--- config.mk ---
export PLATFORM = sky130hd
export DESIGN_NAME = pfd_lock_detect
export DESIGN_NICKNAME = d
export VERILOG_FILES = /design/src/rtl/pfd_pkg.sv /design/src/rtl/pfd_edge_det.sv /design/src/rtl/pfd_core.sv /design/src/rtl/pfd_lock_filter.sv /design/src/rtl/pfd_lock_detect.sv
export SDC_FILE = /design/constraint.sdc
export NUM_CORES = 1
export LEC_CHECK = 0
export BUFFER_PORTS_ARGS = -buffer_cell sky130_fd_sc_hd__clkbuf_2
export CAP_MARGIN = 15
export CORE_MARGIN = 3
export CORE_UTILIZATION = 46
export DETAILED_ROUTE_END_ITERATION = 6
export PLACE_DENSITY = 0.8
export SYNTH_ARGS = -nofsm -noshare
export SYNTH_HDL_FRONTEND = slang
export SYNTH_SLANG_ARGS = --single-unit
--- constraint.sdc ---
create_clock -name clk -period 1.1 [get_ports clk]
set_input_delay 0.055 -clock clk [delete_from_list [all_inputs] [get_ports clk]]
set_output_delay 0.055 -clock clk [all_outputs]
set_load 0.01 [all_outputs]
--- src/rtl/pfd_pkg.sv ---
// Package: shared lane indices and the detector state type.
// Assumes: lanes are indexed fp first, fc second.
package pfd_pkg;
    localparam int unsigned LANES   = 2;
    localparam int unsigned LANE_FP = 0;
    localparam int unsigned LANE_FC = 1;

    typedef struct packed {
        logic up;   // reference edge seen, waiting for feedback
        logic dn;   // feedback edge seen, waiting for reference
    } pfd_state_t;
endpackage

--- src/rtl/pfd_edge_det.sv ---
// Module: rising-edge detector, one lane per input bit.
// Assumes: inputs are synchronous to clk; a lane high on reset release
// counts as a rise.
module pfd_edge_det #(
    parameter int unsigned LANES = 2
) (
    input  logic             clk,
    input  logic             rst_n,
    input  logic [LANES-1:0] sig_i,
    output logic [LANES-1:0] rise_o
);
    logic [LANES-1:0] prev_q;

    for (genvar g = 0; g < LANES; g++) begin : g_lane
        // Remember the previous sample of this lane.
        always_ff @(posedge clk) begin
            if (!rst_n) prev_q[g] <= 1'b0;
            else        prev_q[g] <= sig_i[g];
        end
        assign rise_o[g] = sig_i[g] & ~prev_q[g];
    end
endmodule

--- src/rtl/pfd_core.sv ---
// Module: three-state detector core with active-high internal state.
// Assumes: edge pulses last one cycle; an edge that lands in the
// clearing cycle (both flags set) is discarded.
module pfd_core
    import pfd_pkg::*;
(
    input  logic       clk,
    input  logic       rst_n,
    input  logic       fp_rise_i,
    input  logic       fc_rise_i,
    output pfd_state_t st_o
);
    pfd_state_t st_q;

    // Set a flag on its edge; clear both one cycle after both are set.
    always_ff @(posedge clk) begin
        if (!rst_n) begin
            st_q <= '0;
        end else if (st_q.up && st_q.dn) begin
            st_q <= '0;
        end else begin
            st_q.up <= st_q.up | fc_rise_i;
            st_q.dn <= st_q.dn | fp_rise_i;
        end
    end

    assign st_o = st_q;


    both_clear_chk: assert property (@(posedge clk) disable iff (!rst_n)
        (st_q.up && st_q.dn) |=> (!st_q.up && !st_q.dn));

    no_spurious_up_chk: assert property (@(posedge clk) disable iff (!rst_n)
        (!st_q.up && !fc_rise_i) |=> !st_q.up);

    no_spurious_dn_chk: assert property (@(posedge clk) disable iff (!rst_n)
        (!st_q.dn && !fp_rise_i) |=> !st_q.dn);

    up_hold_chk: assert property (@(posedge clk) disable iff (!rst_n)
        (st_q.up && !st_q.dn) |=> st_q.up);
endmodule

--- src/rtl/pfd_lock_filter.sv ---
// Module: saturating clean-cycle counter that stands in for the
// integrating capacitor, plus threshold compare and disable gating.
// Assumes: err_i is high only in cycles with a one-sided pulse.
module pfd_lock_filter #(
    parameter int unsigned CNT_W = 8
) (
    input  logic             clk,
    input  logic             rst_n,
    input  logic             err_i,
    input  logic             ld_dis_i,
    input  logic [CNT_W-1:0] thresh_i,
    output logic             lock_o
);
    localparam logic [CNT_W-1:0] CNT_MAX = {CNT_W{1'b1}};
    localparam logic [CNT_W-1:0] CNT_ONE = {{(CNT_W-1){1'b0}}, 1'b1};

    logic [CNT_W-1:0] cnt_q;
    logic [CNT_W-1:0] eff_thresh;

    // Clear on error, else count up and hold at the top.
    always_ff @(posedge clk) begin
        if (!rst_n)                cnt_q <= '0;
        else if (err_i)            cnt_q <= '0;
        else if (cnt_q != CNT_MAX) cnt_q <= cnt_q + CNT_ONE;
    end

    // Treat a zero threshold as one so reset always deasserts lock.
    always_comb begin
        eff_thresh = (thresh_i == '0) ? CNT_ONE : thresh_i;
    end

    assign lock_o = !ld_dis_i && (cnt_q >= eff_thresh);


    cnt_clear_chk: assert property (@(posedge clk) disable iff (!rst_n)
        err_i |=> (cnt_q == '0));

    no_wrap_chk: assert property (@(posedge clk) disable iff (!rst_n)
        (cnt_q == CNT_MAX && !err_i) |=> (cnt_q == CNT_MAX));

    lock_drop_chk: assert property (@(posedge clk) disable iff (!rst_n)
        (lock_o && err_i) |=> !lock_o);
endmodule

--- src/rtl/pfd_lock_detect.sv ---
// Module: top level. It ties the edge detector, the detector core and the
// lock filter together and drives the active-low pulse outputs.
// Assumes: fp_i and fc_i are synchronous to clk and held low in reset.
module pfd_lock_detect
    import pfd_pkg::*;
#(
    parameter int unsigned CNT_W = 8
) (
    input  logic             clk,
    input  logic             rst_n,
    input  logic             fp_i,
    input  logic             fc_i,
    input  logic             ld_dis_i,
    input  logic [CNT_W-1:0] lock_thresh_i,
    output logic             up_n_o,
    output logic             dn_n_o,
    output logic             raw_o,
    output logic             lock_o
);
    logic [LANES-1:0] in_vec;
    logic [LANES-1:0] rise_vec;
    pfd_state_t       st;
    logic             err;

    // Pack the two inputs into the lane vector.
    always_comb begin
        in_vec          = '0;
        in_vec[LANE_FP] = fp_i;
        in_vec[LANE_FC] = fc_i;
    end

    pfd_edge_det #(.LANES(LANES)) edge_i (
        .clk    (clk),
        .rst_n  (rst_n),
        .sig_i  (in_vec),
        .rise_o (rise_vec)
    );

    pfd_core core_i (
        .clk       (clk),
        .rst_n     (rst_n),
        .fp_rise_i (rise_vec[LANE_FP]),
        .fc_rise_i (rise_vec[LANE_FC]),
        .st_o      (st)
    );

    // The one-sided state is an error; the overlap cycle is the reset window.
    assign err    = st.up ^ st.dn;
    assign up_n_o = ~st.up;
    assign dn_n_o = ~st.dn;
    assign raw_o  = ~(up_n_o & dn_n_o);

    pfd_lock_filter #(.CNT_W(CNT_W)) filt_i (
        .clk      (clk),
        .rst_n    (rst_n),
        .err_i    (err),
        .ld_dis_i (ld_dis_i),
        .thresh_i (lock_thresh_i),
        .lock_o   (lock_o)
    );
endmodule

# [Word level (Yosys, flattened, before mapping)]
# Index checks and enable logic that the tools add are counted.
[word_totals] register_bits=12 word_cells=27
[classes] n_eq_ne=1 reduce_logical=6 add_sub_neg=1 bitwise_logic=12 magnitude_cmp=1 muxes=1
[op_table] cell="adder 8 x 1 -> 8 bit, second input constant" n=1
[op_table] cell="greater-or-equal comparator 8 bit" n=1
[op_table] cell="zero test 8 bit" n=1
[op_table] cell="2-to-1 mux 8 bit" n=1
[op_table] cell="!= test 8 bit, second input constant" n=1
[op_table] cell="NOT 1 bit" n=6
[op_table] cell="OR reduction 2 bit" n=2
[op_table] cell="bitwise AND 1 bit" n=3
[op_table] cell="logical AND 1 bit" n=2
[op_table] cell="bitwise OR 1 bit" n=2
[op_table] cell="zero test 1 bit" n=1
[op_table] cell="bitwise XOR 1 bit" n=1

# [Logic depth before layout (Yosys ltp)]
# Gate-level depths: netlist of the first run.
[depth] word_depth=4 ltp_mapped=7

# [By module]
# Synthesis of the first run repeated with hierarchy kept, for this count alone.
[hier_totals] hier_cells=87 hier_area_um2=770.7
[by_module_without_submodules] mod="pfd_lock_filter" area_per_inst_um2=579.3 instances=1 seq_area_each_um2=160.2 cells_per_inst=70
[by_module_without_submodules] mod="pfd_core" area_per_inst_um2=87.6 instances=1 seq_area_each_um2=40.0 cells_per_inst=7
[by_module_without_submodules] mod="pfd_edge_det" area_per_inst_um2=80.1 instances=1 seq_area_each_um2=40.0 cells_per_inst=6
[by_module_without_submodules] mod="pfd_lock_detect" area_per_inst_um2=23.8 instances=1 seq_area_each_um2=0.0 cells_per_inst=4

# [Worst setup path before layout of the first run]
# Ideal clock, no wire load.
[synth_timing] path_type="register to output" start="reg filt_i.cnt_q[0]" end="out lock_o" t_required_ns=1.045 path_stages_with_launch=6 arrival_ns=1.237 path_slack_ns=-0.192 n_path_buf=0 path_cell_list="dfxtp_1 > inv_1 > ha_1 > o211ai_1 > a211o_1 > a31oi_1"
[synth_between] elab_chain_cells=2
[synth_lines] element="start: declaration" line_no="pfd_lock_filter.sv:17" source="logic [CNT_W-1:0] cnt_q;"
[synth_lines] element="start signal: assignment" line_no="pfd_lock_filter.sv:24" source="else if (cnt_q != CNT_MAX) cnt_q <= cnt_q + CNT_ONE;"
[synth_lines] element="greater-or-equal comparator 8 bit" line_no="pfd_lock_filter.sv:32" source="assign lock_o = !ld_dis_i && (cnt_q >= eff_thresh);"
[synth_lines] element="logical AND 1 bit" line_no="pfd_lock_filter.sv:32"
[synth_lines] element="end: declaration" line_no="pfd_lock_detect.sv:18" source="output logic lock_o"
# No other way between the ends.

# [Worst setup path after layout of the first run]
# Same ends and word-level chain as after synthesis.

==> qor.txt, run 1 <==
CTS tree - yes
Detailed-route via count - 805
Clock Sinks - 12
Gr usage total - 22.02%
Initial Utilization - 52.79%
Synth Flop Type - dfxtp_1
CP required - 1040 ps
CP Capture Type - output port
Synthesis Warnings - 0
Die area - 2143 um^2
Worst-margin pin slew - 248.9 ps
Layout net count - 152
Final wirelength - 2389 um
# setup viols final - 9
Worst r2r src - filt_i.cnt_q[0]
Layout cells sized above 1 - 57.94%
Clk_lat worst skew - 270 ps
Hold WS - 8.034 ps
Max-slew violations - 0
Max clock buf depth - 2
Async SR Flop Fraction - 0%
WHS Path Cells - 2
Net Count, Synth - 111
Rel. slew slack - 83.41%
Clock transition at path regs - 70 ps
Die X - 46.30 um
Post-synthesis sequential element count - 12
Crit Path Category - flip-flop to output port
Final Hold Viols - 0
Post-synth EDFFs - 0
Worst R2R Setup Slack - -220 ps
Register-to-Register Path Depth - 7
Mapped Area - 747.0 um^2
RSZ-0062 raised after global routing - true
ANT nets after route - 0
Hpwl dp - 1338 um
Total negative slack - -1953 ps
Synth cell types - 29
PD cells - 809.5 nW/um^2
Worst Min Path Start - fp_i
Max Freq - 0.5978 GHz
Ant. Diodes - 0
Critical path peak fanout - 2
First-pass GRT wire length - 3263 um
Core Util, Final - 86.38%
Clock skew - 2.060 ps
Final setup margin - -572.9 ps
Antenna violations before repair - 0
Vias per cell - 5.709
Post-Synthesis Cells - 87
Htree depth - 1
Die H - 46.30 um
Final period utilization - 152.1%
WHS Endpoint - edge_i.prev_q[0]
Worst EP arrival - 1620 ps
Syn avg cell area - 8.586 um^2
Max Cap Violations - 0
Port bufs - 16
Vias in the first global route - 753
Remaining global-route overflow - 0
Hold WC Path Type - input port to flip-flop
DR WL/cell - 16.94 um
Area grow syn2layout - 63.65%
Reg-to-Reg End - filt_i.cnt_q[6]
Sequential share of the synthesized area - 32.16%
DRC viols - 0
Core box area - 1415 um^2
CTS Root Cell - clkbuf_4
CTS Buf Count - 3
Status - finished with violations
Startpoint Class - flip-flop
GP Congestion - 0.7692
Peak VDD IR - 643.4 uV
Final min period - 1673 ps
Pre-Repair DR Iteration Count - 4
Pin count of the biggest net entering global routing - 9
Rows - 13
1st-iter DRT viols - 11
Failing checks - negative setup slack
Lkg Pwr - 0.5683 nW
Io pins - 17
state kept, by name, indices dropped and copies added, names as in the netlist:
signal,cells
core_i.st_o,2
edge_i.prev_q,2
filt_i.cnt_q,8
worst max path at each step:
stage | from | end | slack [ps] | cells past startpoint
detailed placement | lock_thresh_i[5] | lock_o | -410 | 8
floorplan | filt_i.cnt_q[0] | lock_o | -110 | 5
CTS | filt_i.cnt_q[0] | lock_o | -500 | 6
global route | filt_i.cnt_q[1] | lock_o | -600 | 5
finish | filt_i.cnt_q[0] | lock_o | -570 | 6
global placement | lock_thresh_i[5] | lock_o | -330 | 8
cells in the final DEF (no fill, tap or decap), types with 2 or more instances in the layout:
master / synthesis / final
clkbuf_2: 0 / 15
buf_4: 0 / 14
inv_1: 12 / 9
dfxtp_2: 0 / 8
ha_1: 11 / 7
buf_6: 1 / 7
nor2_1: 8 / 6
a21oi_1: 5 / 4
ha_4: 0 / 4
dfxtp_1: 12 / 4
inv_2: 0 / 3
nand2_1: 4 / 3
nor3_2: 0 / 3
and2_1: 3 / 3
nand2b_1: 4 / 3
clkbuf_4: 0 / 3
o211ai_1: 2 / 2
nor2_4: 0 / 2
xor2_1: 2 / 2
critical path, cell delays in order, from the launching register on:
cell and delay [ps]:
dfxtp_2 340, inv_2 50, ha_4 260, o211ai_1 110, a211o_1 300, a31oi_2 140, buf_2 160
logic make-up after synthesis:
family	count (synthesis)	synth area share [%]
buf+inv	13	7.537
flops	12	32.16
fa+ha+maj	11	18.43
mux	1	1.340
simple gates	30	21.78
compound gates	17	15.24
xor+xnor	3	3.518
timing repair:
item,CTS,global route
hold buffers,0,0
setup endpoints to repair,9,9
pin swaps,12,7
resized for setup,20,14
buffers inserted,4,5
cell type report:
type | instances | area, um^2
multi-input cells | 62 | 621.8
repair buffers | 37 | 264.0
flip-flops and latches | 12 | 250.2
fillers | 53 | 192.7
inverters | 12 | 45.04
clock buffers | 3 | 22.52
well taps | 15 | 18.77
report_power, final:
part / switching [mW] / internal (mW)
Combinational: 0.126 / 0.126
Clock: 0.139 / 0.126
Sequential: 0.0134 / 0.457
synthesized netlist by cell type (2+ instances only):
cell type	instances	area, um^2
a21oi_1	5	25.02
a31oi_1	2	12.51
and2_1	3	18.77
dfxtp_1	12	240.2
ha_1	11	137.6
inv_1	12	45.04
nand2_1	4	15.01
nand2b_1	4	25.02
nand3_1	2	10.01
nor2_1	8	30.03
nor3_1	3	15.01
o211ai_1	2	15.01
o21ai_0	2	10.01
xor2_1	2	17.52
per-stage QoR:
| stage | power (mW) | setup WS (ps) | instance area [um^2] | instances |
|---|---|---|---|---|
| after floorplan | 0.5857 | -113.6 | 789.5 | 87 |
| after global placement | 0.6495 | -332.0 | 974.7 | 130 |
| after detailed placement | 0.6598 | -409.6 | 974.7 | 130 |
| after CTS | 0.9560 | -503.3 | 1131 | 137 |
| after global routing | 1.026 | -604.0 | 1222 | 141 |
| final | 0.9896 | -572.9 | 1222 | 141 |
metal layers:
layer / part of all wire (%) / vias up / global-route usage (%) / routed length [um]
met5: 0 / - / 0 / 0
met1: 39 / 380 / 22.01 / 920
met2: 54 / 31 / 42.58 / 1299
met4: 2.3 / 0 / 9.659 / 54
li1: - / 386 / - / -
met3: 4.8 / 8 / 4.297 / 114
No activity file was read; power rests on OpenSTA's default activity.
==> run 2, diff against run 1 <==
- clock period: 1.1 -> 1.5 ns (I/O delays scaled with it)
==> run 2 against run 1 <==
The run still ends with negative setup slack left. Cell area fell by 18%. Sequential cell count did not move. Die area unchanged. Count of clock-buffer cells in the layout is 1 higher. Via count down 9.2%. Clock power is 6% lower. Combinational power shrank 47%. Cell count decreased by 8.5%. Critical endpoint unchanged. Highest routed layer unchanged.
==> qor.txt, run 2 (synthesis results as in run 1) <==
Worst R2R Setup Slack - 150 ps
CP required - 1420 ps
Worst EP arrival - 1560 ps
Final Power - 725.1 uW
Critical path peak fanout - 2
CP Capture Type - output port
Core box area - 1415 um^2
CTS Buf Count - 3
# setup viols final - 1
DR WL/cell - 13.71 um
Post-place setup slack - -57.54 ps
Biggest register - filt_i.cnt_q
Final setup margin - -135.5 ps
Area grow syn2layout - 35.01%
Failing checks - negative setup slack
Max clock buf depth - 2
CP cell instances - inv_2 -> ha_4 -> o211ai_1 -> a211o_1 -> a31oi_1 -> buf_2
Layout cells sized above 1 - 36.84%
Max Freq - 0.6114 GHz
GP Congestion - 0.7520
Port bufs - 16
Worst r2r src - filt_i.cnt_q[0]
Hold WC Path Type - input port to flip-flop
Vias in the first global route - 739
Clock transition at path regs - 70 ps
1st-iter DRT viols - 21
Pre-Repair DR Iteration Count - 4
Antenna violations before repair - 0
Startpoint Class - flip-flop
Layout net count - 139
Clock skew - 3.856 ps
Final min period - 1635 ps
Remaining global-route overflow - 0
Fill cell count - 120
Gr usage total - 20.03%
Io pins - 17
ANT nets after route - 0
Most common cell after layout, fill and taps aside - clkbuf_2
CTS Root Cell - clkbuf_4
Final Hold Viols - 0
DRC viols - 0
Peak VDD IR - 735.7 uV
Ant. Diodes - 0
Final period utilization - 109.0%
Rel. slew slack - 77.72%
PD cells - 719.0 nW/um^2
CTS tree - yes
Clk_lat worst skew - 270 ps
Number of flip-flops under the largest register name - 8
Initial Utilization - 52.79%
Crit path from - filt_i.cnt_q[0]
Htree depth - 1
Most frequent cells in the layout - clkbuf_2, inv_1, nor2_1, buf_4
Max-slew violations - 0
Die X - 46.30 um
Crit Path Category - flip-flop to output port
RSZ-0062 raised after global routing - true
First-pass GRT wire length - 3091 um
Detailed-route via count - 731
Worst Min Path Start - fp_i
Lkg Pwr - 0.4765 nW
Die H - 46.30 um
Max Cap Violations - 0
Slowest stage delay, CP - 330 ps
Status - finished with violations
Die area - 2143 um^2
Clock Sinks - 12
Pin count of the biggest net entering global routing - 9
Vias per cell - 5.667
Slowest CP cell - dfxtp_2
Hpwl dp - 1205 um
Final wirelength - 1769 um
Rows - 13
Worst-margin pin slew - 334.2 ps
## run 2: cell types whose count changed in the layout (fill, tap and decap cells not counted), moves of 2 or more
| cell | change |
|---|---|
| buf_6 | -7 |
| nor3_2 | -3 |
| inv_1 | +2 |
| nor2_1 | +2 |
| nor2_4 | -2 |
| dfxtp_2 | -5 |
| dfxtp_4 | +3 |
| a31oi_1 | +2 |
| inv_2 | -2 |
| buf_4 | -6 |
| dfxtp_1 | +2 |
| nor3_1 | +3 |
## run 2: layer usage
layer | global-route usage, % | vias up | wire length, um | share of wire, %
met1 | 22.45 | 338 | 728 | 41
met4 | 3.977 | 0 | 25 | 1.4
li1 | - | 363 | - | -
met2 | 35.71 | 26 | 922 | 52
met5 | 0 | - | 0 | 0
met3 | 7.422 | 4 | 91 | 5.1
## run 2: final cells by class
cell class | count | area, um^2 | share of cell area [%]
clock buffer | 4 | 36.28 | 3.598
inverter | 12 | 45.04 | 4.466
multi-input combinational | 62 | 513.0 | 50.87
sequential | 12 | 255.2 | 25.31
tap | 15 | 18.77 | 1.861
timing repair buffer | 24 | 140.1 | 13.90
## run 2: metrics by stage
stage,TNS (ps),utilization [%],instance area (um^2),hold WS [ps],cells
after global placement,0,60.04,849.6,302.8,119
after detailed placement,-57.54,60.04,849.6,304.5,119
final,-135.5,71.26,1008,29.15,129
after CTS,-131.2,70.73,1001,19.87,128
after floorplan,0,-,747.0,194.1,87
after global routing,-193.5,71.26,1008,25.69,129
## run 2: worst paths after layout
path                           end  cells past startpoint
setup / recovery            lock_o                      6
hold / removal    edge_i.prev_q[0]                      2
setup reg to reg   filt_i.cnt_q[5]                      6
hold reg to reg     core_i.st_o[1]                      2
## run 2: what timing repair did
action                                  CTS  global route
buffers inserted                          5             1
resized for setup                        15             2
pin swaps                                 5             2
endpoints found under the setup margin    1             2
hold buffers                              0             0
## run 2: critical path, delay by kind of cell, from the launching register on
kind / cells / cell delay [ps]
buffers and inverters: 2 / 210
DFF: 1 / 330
AOI/OAI and AO/OA: 3 / 500
adders and majority gates: 1 / 250
## run 2: power breakdown
group	total (mW)	switching [mW]	leakage [nW]	internal (mW)
Sequential	0.340	0.0102	0.102	0.329
Clock	0.251	0.104	0.0210	0.147
Combinational	0.134	0.0665	0.354	0.0678
Total	0.725	0.181	0.477	0.545
